`src/rtl/gpio_bank_pkg.sv`:
```
package gpio_bank_pkg;
  localparam int unsigned ADDR_W = 4;

  typedef enum logic [ADDR_W-1:0] {
    RA_DIR   = 4'd0,
    RA_DOUT  = 4'd1,
    RA_ALT   = 4'd2,
    RA_MASK  = 4'd3,
    RA_KIND  = 4'd4,
    RA_EPOL  = 4'd5,
    RA_LPOL  = 4'd6,
    RA_LEVEL = 4'd7,
    RA_EVENT = 4'd8
  } reg_addr_e;
endpackage

```
`src/rtl/gpio_sync.sv`:
```
module gpio_sync #(
  parameter int unsigned W      = 16,
  parameter int unsigned STAGES = 2
) (
  input  logic         clk,
  input  logic         rst_n,
  input  logic [W-1:0] din,
  output logic [W-1:0] cur_o,
  output logic [W-1:0] prev_o
);
  logic [W-1:0] stg [STAGES];
  logic [W-1:0] prev_q;

  always_ff @(posedge clk or negedge rst_n) begin
    if (!rst_n) begin
      for (int k = 0; k < STAGES; k++) stg[k] <= '0;
      prev_q <= '0;
    end else begin
      stg[0] <= din;
      for (int k = 1; k < STAGES; k++) stg[k] <= stg[k-1];
      prev_q <= stg[STAGES-1];
    end
  end

  assign cur_o  = stg[STAGES-1];
  assign prev_o = prev_q;
endmodule

```
`src/rtl/gpio_event_detect.sv`:
```
module gpio_event_detect #(
  parameter int unsigned W = 16
) (
  input  logic [W-1:0] cur,
  input  logic [W-1:0] prev,
  input  logic [W-1:0] kind,
  input  logic [W-1:0] epol,
  input  logic [W-1:0] lpol,
  output logic [W-1:0] hit
);
  for (genvar i = 0; i < W; i++) begin : g_pin
    logic rise, fall, edge_hit, lvl_hit;
    assign rise     = cur[i] & ~prev[i];
    assign fall     = ~cur[i] & prev[i];
    assign edge_hit = epol[i] ? rise : fall;
    assign lvl_hit  = (cur[i] == lpol[i]);
    assign hit[i]   = kind[i] ? edge_hit : lvl_hit;
  end
endmodule

```
`src/rtl/gpio_bank_regs.sv`:
```
module gpio_bank_regs
  import gpio_bank_pkg::*;
#(
  parameter int unsigned W = 16
) (
  input  logic              clk,
  input  logic              rst_n,
  input  logic              we,
  input  logic [ADDR_W-1:0] addr,
  input  logic [W-1:0]      wdata,
  output logic [W-1:0]      dir_q,
  output logic [W-1:0]      dout_q,
  output logic [W-1:0]      alt_q,
  output logic [W-1:0]      mask_q,
  output logic [W-1:0]      kind_q,
  output logic [W-1:0]      epol_q,
  output logic [W-1:0]      lpol_q
);
  reg_addr_e sel;
  assign sel = reg_addr_e'(addr);

  always_ff @(posedge clk or negedge rst_n) begin
    if (!rst_n) begin
      dir_q  <= '0;
      dout_q <= '0;
      alt_q  <= '0;
      mask_q <= '1;
      kind_q <= '1;
      epol_q <= '1;
      lpol_q <= '1;
    end else if (we) begin
      case (sel)
        RA_DIR:  dir_q  <= wdata;
        RA_DOUT: dout_q <= wdata;
        RA_ALT:  alt_q  <= wdata;
        RA_MASK: mask_q <= wdata;
        RA_KIND: kind_q <= wdata;
        RA_EPOL: epol_q <= wdata;
        RA_LPOL: lpol_q <= wdata;
        default: ;
      endcase
    end
  end
endmodule

```
`src/rtl/gpio_irq_bank.sv`:
```
module gpio_irq_bank
  import gpio_bank_pkg::*;
#(
  parameter int unsigned NPINS       = 16,
  parameter int unsigned SYNC_STAGES = 2
) (
  input  logic              clk,
  input  logic              rst_n,
  input  logic [NPINS-1:0]  pin_i,
  output logic [NPINS-1:0]  pin_o,
  output logic [NPINS-1:0]  pin_oe,
  output logic [NPINS-1:0]  alt_sel,
  input  logic              reg_we,
  input  logic [ADDR_W-1:0] reg_addr,
  input  logic [NPINS-1:0]  reg_wdata,
  output logic [NPINS-1:0]  reg_rdata,
  output logic              irq
);
  logic [NPINS-1:0] dir_q, dout_q, alt_q, mask_q, kind_q, epol_q, lpol_q;
  logic [NPINS-1:0] pin_sync, pin_prev, hit_w, evt_q;
  logic             evt_wr;

  gpio_bank_regs #(.W(NPINS)) u_regs (
    .clk    (clk),
    .rst_n  (rst_n),
    .we     (reg_we),
    .addr   (reg_addr),
    .wdata  (reg_wdata),
    .dir_q  (dir_q),
    .dout_q (dout_q),
    .alt_q  (alt_q),
    .mask_q (mask_q),
    .kind_q (kind_q),
    .epol_q (epol_q),
    .lpol_q (lpol_q)
  );

  gpio_sync #(.W(NPINS), .STAGES(SYNC_STAGES)) u_sync (
    .clk    (clk),
    .rst_n  (rst_n),
    .din    (pin_i),
    .cur_o  (pin_sync),
    .prev_o (pin_prev)
  );

  gpio_event_detect #(.W(NPINS)) u_detect (
    .cur  (pin_sync),
    .prev (pin_prev),
    .kind (kind_q),
    .epol (epol_q),
    .lpol (lpol_q),
    .hit  (hit_w)
  );

  assign evt_wr = reg_we && (reg_addr_e'(reg_addr) == RA_EVENT);

  // Clear-by-zero write; a hit in the same cycle wins.
  always_ff @(posedge clk or negedge rst_n) begin
    if (!rst_n) evt_q <= '0;
    else        evt_q <= (evt_wr ? (evt_q & reg_wdata) : evt_q) | hit_w;
  end

  always_comb begin
    case (reg_addr_e'(reg_addr))
      RA_DIR:   reg_rdata = dir_q;
      RA_DOUT:  reg_rdata = dout_q;
      RA_ALT:   reg_rdata = alt_q;
      RA_MASK:  reg_rdata = mask_q;
      RA_KIND:  reg_rdata = kind_q;
      RA_EPOL:  reg_rdata = epol_q;
      RA_LPOL:  reg_rdata = lpol_q;
      RA_LEVEL: reg_rdata = pin_sync;
      RA_EVENT: reg_rdata = evt_q;
      default:  reg_rdata = '0;
    endcase
  end

  assign pin_o   = dout_q;
  assign pin_oe  = dir_q;
  assign alt_sel = alt_q;
  assign irq     = |(evt_q & ~mask_q);
endmodule

```
`config.mk`:
```
export PLATFORM = sky130hd
export DESIGN_NAME = gpio_irq_bank
export DESIGN_NICKNAME = d
export VERILOG_FILES = /design/src/rtl/gpio_bank_pkg.sv /design/src/rtl/gpio_sync.sv /design/src/rtl/gpio_event_detect.sv /design/src/rtl/gpio_bank_regs.sv /design/src/rtl/gpio_irq_bank.sv
export SDC_FILE = /design/constraint.sdc
export NUM_CORES = 1
export LEC_CHECK = 0
export BUFFER_PORTS_ARGS = -buffer_cell sky130_fd_sc_hd__buf_2
export CAP_MARGIN = 20
export CORE_ASPECT_RATIO = 2
export CORE_MARGIN = 2
export CORE_UTILIZATION = 55
export CTS_CLUSTER_DIAMETER = 40
export DETAILED_ROUTE_END_ITERATION = 8
export PLACE_DENSITY = 0.74
export SETUP_SLACK_MARGIN = 0.2
export SLEW_MARGIN = 15
export SYNTH_ARGS = -nofsm -noshare
export SYNTH_HDL_FRONTEND = slang
export SYNTH_SLANG_ARGS = --single-unit
```
`constraint.sdc`:
```
create_clock -name clk -period 1.5 [get_ports clk]
set_clock_uncertainty 0.05 [all_clocks]
set_input_delay 0.075 -clock clk [delete_from_list [all_inputs] [get_ports clk]]
set_output_delay 0.075 -clock clk [all_outputs]
set_load 0.01 [all_outputs]
```
==> qor.csv, run 1 <==
stage;metric;value;unit
run_status;outcome;complete, but fails checks;
run_status;failing checks;negative setup slack;
die;die height;172;um
finish;synth-to-layout area growth;30.1;%
synth;Synth Register Bits;176;
sta;Finish-stage setup viols;17;
global_route;initial antenna violation count;0;
synth;post-synthesis sequential area ratio;0.577;
global_route;met1 Use GR;0.352;
sta;Max Fclk;470;MHz
die;die area;15200;sq um
sta;Worst-Margin Slew;0.692;ns
clock_network;Clock Root Buffer;clkbuf_16;
synth;synth unique cells;43;
routing;DRT iter0 DRCs;460;
clock_network;clk_lat worst skew;0.44;ns
critical_path;Crit Path Max Fanout;2;
routing;vias per cell;6.02;
sta;RSZ-0062 raised after global routing;true;
routing;drt first pass iters;5;
die;I/O Pins;104;
synth;gate count of the mapped netlist;613;
routing;ANT nets after route;0;
critical_path;Crit path arrival time;2.00;ns
synth;Net Count, Synth;652;
finish;FILL cells;970;
die;Starting Density;0.559;
routing;drt total wl;22.2;mm
clock_network;Clock Pin Slew Worst Setup and Hold Paths;0.07;ns
flow_run;max-cap viol count;0;
routing;wire per inst;21.5;um
clock_network;clock tree buffer depth;2;
global_route;GR Layer Usage met2;0.520;
finish;final net count;869;
placement;Post-DP HPWL;15.1;mm
pwr;PD cells;1330;nW/um^2
global_route;largest net degree at the start of global routing;75;
die;core area;13900;sq um
synth;mapped cell area;7770;sq um
sta;final slew viol count;0;
clock_network;CTS tree;yes;
sta;Setup TNS;-4.74;ns
critical_path;CP Cell Sequence;mux2_4 -> a22o_1 -> a222oi_1 -> o21ai_1 -> buf_2;
sta;Final WS setup;-0.626;ns
critical_path;Worst EP required;1.37;ns
placement;placer congestion estimate;0.904;
placement;PortBufs;103;
routing;vias;6211;
placement;Post-DP Area;9060;sq um
global_route;number of global-route vias before repair;6554;
die;num rows;61;
global_route;most used routing layer in global routing;met2;
critical_path;Worst path max stage delay;0.41;ns
critical_path;Worst Setup End Kind;output pin;
global_route;GR Util met3;0.0592;
sta;relative slew slack;0.538;
routing;Remaining DRCs;0;
synth;Synth Warn #;0;
clock_network;total CTS buffers;17;
pwr;Static Leak;4.59;nW
finish;Design Area, Final;10100;sq um
sta;Final Hold Viols;0;
clock_network;# clock sinks;176;
critical_path;Crit-path slowest cell;dfrtp_1;
finish;number of diodes;0;
global_route;GRT overflow;0;
global_route;GRT Util Overall;0.308;
min_path;hold crit path type;input pin to asynchronous set/reset pin;
die;Die Wd;88.1;um
sta;Period minus WS final;2.13;ns
pwr;maximum VDD drop;0.894;mV
global_route;first-pass GRT wire length;34.6;mm
critical_path;crit path launch type;register;
synth;Avg Synthesized Cell Area;12.7;sq um
sta;Final period util;1.42;
finish;share of layout cells above drive strength 1;0.493;
critical_path;critical path class;register to output pin;
clock_network;H-tree levels;4;
-- metrics by stage --
step / cells / power (W) / hold WS (ns) / util / setup WS [ns]
2_1_floorplan: 613 / 0.00792 / -0.271 / - / 0.116
3_3_place_gp: 955 / 0.00896 / 0.0238 / 0.652 / -0.106
3_5_place_dp: 955 / 0.00914 / 0.0245 / 0.652 / -0.145
4_1_cts: 1031 / 0.0135 / 0.130 / 0.725 / -0.625
5_1_grt: 1032 / 0.0141 / 0.143 / 0.728 / -0.620
6_report: 1032 / 0.0135 / 0.121 / 0.728 / -0.626
-- power breakdown --
group          switching (W)  internal, W  leakage (nW)
logic                0.00129      0.00148          2.37
registers           0.000776      0.00584          1.96
clock network        0.00195      0.00215         0.255
total                0.00402      0.00947          4.59
-- layer usage --
| layer | wire (um) | vias up |
|---|---|---|
| met5 | 0 | - |
| met3 | 1270 | 97 |
| met1 | 8020 | 3117 |
| li1 | - | 2708 |
| met4 | 1360 | 0 |
| met2 | 11600 | 289 |
-- final timing paths --
path                       depth (start not counted)                         end  slack (ns)                         start
max reg2reg                                        5          evt_q[2]$_DFF_PN0_        0.32  u_regs.kind_q[2]$_DFFE_PN1P_
max                                                5               reg_rdata[15]       -0.63    u_sync.cur_o[15]$_DFF_PN0_
max in group asynchronous                          3          evt_q[0]$_DFF_PN0_        0.61                         rst_n
min                                                3    u_sync.stg[28]$_DFF_PN0_        0.12                         rst_n
min reg2reg                                        0  u_sync.cur_o[13]$_DFF_PN0_        0.30      u_sync.stg[29]$_DFF_PN0_
min in group clk                                   5          evt_q[6]$_DFF_PN0_        0.20                        reg_we
-- layout by cell type (no fill, tap or decap), drive strengths merged, types with 20 or more instances in the layout --
| master | count |
|---|---|
| buf | 191 |
| mux2 | 113 |
| dfrtp | 112 |
| dfstp | 64 |
| nand2 | 62 |
| o21ai | 42 |
| inv | 37 |
| dlygate4sd3 | 33 |
| a221oi | 26 |
| mux2i | 25 |
| o22ai | 21 |
| clkbuf | 20 |
-- cell families after synthesis --
group | count (synthesis) | share of synthesized area
AO/OA/AOI/OAI | 135 | 0.121
AND/OR/NAND/NOR | 105 | 0.0718
buffers and inverters | 59 | 0.0346
flip-flops | 176 | 0.577
multiplexers | 138 | 0.196
-- synthesized netlist by cell type --
cell type | instances | area, sq um
a21o_1 | 1 | 7.51
a21oi_1 | 8 | 40.0
a221oi_1 | 26 | 228
a222oi_1 | 8 | 80.1
a22o_1 | 1 | 8.76
a22oi_1 | 6 | 45.0
and2_1 | 1 | 6.26
and3_1 | 4 | 25.0
buf_1 | 1 | 3.75
buf_2 | 11 | 55.1
buf_4 | 5 | 37.5
buf_6 | 2 | 22.5
clkbuf_1 | 8 | 30.0
dfrtp_1 | 112 | 2800
dfstp_2 | 64 | 1680
inv_1 | 32 | 120
mux2_1 | 11 | 124
mux2_2 | 102 | 1150
mux2i_1 | 25 | 250
nand2_1 | 56 | 210
nand2_2 | 5 | 31.3
nand2_4 | 1 | 11.3
nand2b_1 | 1 | 6.26
nand2b_4 | 2 | 27.5
nand3_1 | 3 | 15.0
nand3b_1 | 3 | 22.5
nand4_1 | 1 | 6.26
nand4b_2 | 1 | 15.0
nor2_1 | 12 | 45.0
nor2_4 | 1 | 11.3
nor2_8 | 1 | 20.0
nor2b_1 | 3 | 18.8
nor3_1 | 6 | 30.0
nor3_2 | 1 | 10.0
nor3_4 | 1 | 16.3
nor4b_4 | 1 | 23.8
o211ai_1 | 5 | 37.5
o21ai_0 | 40 | 200
o21ai_1 | 2 | 10.0
o221ai_1 | 16 | 140
o22ai_1 | 21 | 131
o32ai_1 | 1 | 8.76
or3_1 | 1 | 6.26
-- critical path, delay by kind of cell (launching register included) --
| family | cells | cell delay, ns |
|---|---|---|
| AO/OA/AOI/OAI | 3 | 0.73 |
| flip-flops | 1 | 0.41 |
| multiplexers | 1 | 0.27 |
| buffers and inverters | 1 | 0.16 |
-- cell type report --
| class | instances | area [sq um] | share of cell area |
|---|---|---|---|
| inverters | 32 | 120 | 0.0119 |
| well taps | 189 | 236 | 0.0234 |
| clock buffers | 19 | 433 | 0.0428 |
| repair buffers | 225 | 1620 | 0.160 |
| clock inverters | 13 | 106 | 0.0105 |
| multi-input cells | 378 | 3110 | 0.308 |
| flip-flops and latches | 176 | 4480 | 0.443 |
-- timing repair --
item	4_1_cts	5_1_grt
hold endpoints to repair	306	0
pin swaps	18	12
setup buffers	11	1
resized for setup	20	8
hold buffers	33	0
endpoints found under the setup margin	17	18
Power figures use the tool's default switching activity.
==> run 2, diff against run 1 <==
Settings changed: CORE_UTILIZATION 55 to 49, PLACE_DENSITY 0.74 to 0.67.
==> run 2 against run 1 <==
  * The run still ends with negative setup slack left
  * Critical path depth unchanged
  * Via count down 2.7%
  * Maximum frequency up 9.1%
  * Routed wire length down 3.9%
  * Sequential power down 0.6%
  * First-iteration DRC count down 2.4%
  * Hold slack worse by 0.10 ns
  * Cell count up 0.39%
  * Total power up 2.5%
  * Register-to-register slack worse by 0.05 ns
  * Global-route usage down 4.6 points
  * Largest cell class unchanged
  * Largest power group unchanged
==> qor.csv, run 2 (synthesis gave the netlist of run 1 again) <==
stage;metric;value;unit
run_status;outcome;complete, but fails checks;
run_status;failing checks;negative setup slack;
clock_network;Clock Root Buffer;clkbuf_16;
placement;PortBufs;103;
pwr;PD cells;1350;nW/um^2
clock_network;clock tree buffer depth;2;
finish;commonest cells after routing, fill and taps aside;dfrtp_1, buf_2, mux2_2, buf_4, dfstp_2;
die;Starting Density;0.498;
flow_run;max-cap viol count;0;
sta;RSZ-0062 raised after global routing;true;
global_route;GRT overflow;0;
sta;Final WS setup;-0.448;ns
sta;Final period util;1.30;
clock_network;CTS tree;yes;
routing;ANT nets after route;0;
sta;Setup TNS;-3.85;ns
routing;Remaining DRCs;0;
sta;relative slew slack;0.605;
clock_network;# clock sinks;176;
global_route;GRT Util Overall;0.262;
routing;DRT iter0 DRCs;449;
routing;drt first pass iters;5;
placement;placer congestion estimate;0.879;
critical_path;Crit Path Max Fanout;2;
critical_path;Buf/Inv on CP;1;
global_route;first-pass GRT wire length;33.7;mm
global_route;largest net degree at the start of global routing;50;
min_path;hold crit path type;input pin to asynchronous set/reset pin;
sta;Min Hold Slack;0.0210;ns
placement;Place WS;-0.144;ns
finish;register area;4490;sq um
pwr;overall power;0.0138;W
placement;Post-DP Area;9020;sq um
die;I/O Pins;104;
finish;share of layout cells above drive strength 1;0.499;
sta;Period minus WS final;1.95;ns
critical_path;Worst EP required;1.37;ns
sta;Final Hold Viols;0;
finish;Design Area, Final;10200;sq um
die;Die Wd;93.1;um
finish;most common cell after layout, fill and taps aside;dfrtp_1;
die;die height;182;um
critical_path;CP Cell Sequence;mux2_4 -> a22o_1 -> a222oi_1 -> o21ai_1 -> buf_2;
die;core area;15600;sq um
pwr;Switching Share;0.282;
finish;final net count;862;
critical_path;crit path launch type;register;
die;die area;16900;sq um
die;num rows;65;
critical_path;Crit-path slowest cell;dfrtp_1;
pwr;P_sw;0.00390;W
routing;drt total wl;21.3;mm
pwr;Static Leak;4.59;nW
pwr;internal power;0.00992;W
global_route;number of global-route vias before repair;6157;
sta;final slew viol count;0;
pwr;Seq pwr share;0.476;
routing;vias per cell;5.83;
clock_network;clk_lat worst skew;0.43;ns
sta;Max Fclk;513;MHz
finish;FILL cells;1238;
routing;wire per inst;20.6;um
clock_network;total CTS buffers;17;
placement;Post-DP HPWL;14.4;mm
critical_path;Crit path arrival time;1.82;ns
critical_path;Worst path max stage delay;0.40;ns
routing;vias;6045;
global_route;initial antenna violation count;1;
sta;Worst-Margin Slew;0.590;ns
clock_network;Clock Pin Slew Worst Setup and Hold Paths;0.07;ns
finish;multi-input logic area;3150;sq um
pwr;maximum VDD drop;0.919;mV
pwr;Clock power frac;0.327;
finish;number of diodes;0;
finish;synth-to-layout area growth;31.5;%
clock_network;H-tree levels;4;
critical_path;Worst Setup End Kind;output pin;
critical_path;critical path class;register to output pin;
pwr;Gate power share;0.197;
sta;Finish-stage setup viols;17;
critical_path;CP delay by family, top;compound AO/OA/AOI/OAI gates;
[run 2: worst register-to-register path: stages (launching register included)]
cell and delay [ns]:
dfstp_2 0.54, buf_4 0.11, inv_1 0.03, o221ai_1 0.20, o21ai_0 0.15, nand2_1 0.09
[run 2: repair_timing]
action | in CTS | in global routing
pin swaps | 13 | 16
endpoints found under the hold margin | 271 | 0
buffers inserted | 14 | 8
cloned | 0 | 0
endpoints found under the setup margin | 17 | 17
resized for setup | 19 | 13
hold buffers | 33 | 0
[run 2: metal layers]
metal	routed length, um	GRT usage	part of all wire	vias up
met5	11	0	0.00052	-
met2	11300	0.459	0.53	231
met4	666	0.108	0.031	2
li1	-	-	-	2703
met1	8210	0.321	0.38	3065
met3	1110	0.0396	0.052	44
[run 2: metrics by stage]
step / utilization / std cells
after floorplan: - / 613
after detailed placement: 0.578 / 950
after CTS: 0.647 / 1028
final: 0.654 / 1036
after global routing: 0.654 / 1036
after global placement: 0.578 / 950
[run 2: power groups by stage]
stage	sequential, W	combinational, W	clock (W)
detailed placement	0.00668	0.00234	0
CTS	0.00658	0.00261	0.00458
floorplan	0.00659	0.00133	0
global placement	0.00664	0.00227	0
finish	0.00658	0.00272	0.00452
global route	0.00669	0.00298	0.00478
[run 2: worst paths after layout]
| path | endpoint | startpoint | slack, ns | depth (start not counted) |
|---|---|---|---|---|
| worst max register to register | evt_q[0]$_DFF_PN0_ | u_regs.lpol_q[0]$_DFFE_PN1P_ | 0.27 | 5 |
| worst max-delay path | reg_rdata[15] | u_sync.cur_o[15]$_DFF_PN0_ | -0.45 | 5 |
| max in group asynchronous | u_regs.epol_q[2]$_DFFE_PN1P_ | rst_n | 0.76 | 3 |
| worst min register to register | u_sync.cur_o[0]$_DFF_PN0_ | u_sync.stg[16]$_DFF_PN0_ | 0.30 | 0 |
| min in group clk | evt_q[2]$_DFF_PN0_ | reg_we | 0.18 | 5 |
| worst min-delay path | u_sync.stg[24]$_DFF_PN0_ | rst_n | 0.02 | 2 |
[run 2: cell type report]
cell class	instances	share of cell area
repair buffers	218	0.158
clock buffers	19	0.0424
multi-input cells	378	0.308
well taps	201	0.0246
inverters	32	0.0118
clock inverters	12	0.0159
flip-flops and latches	176	0.439
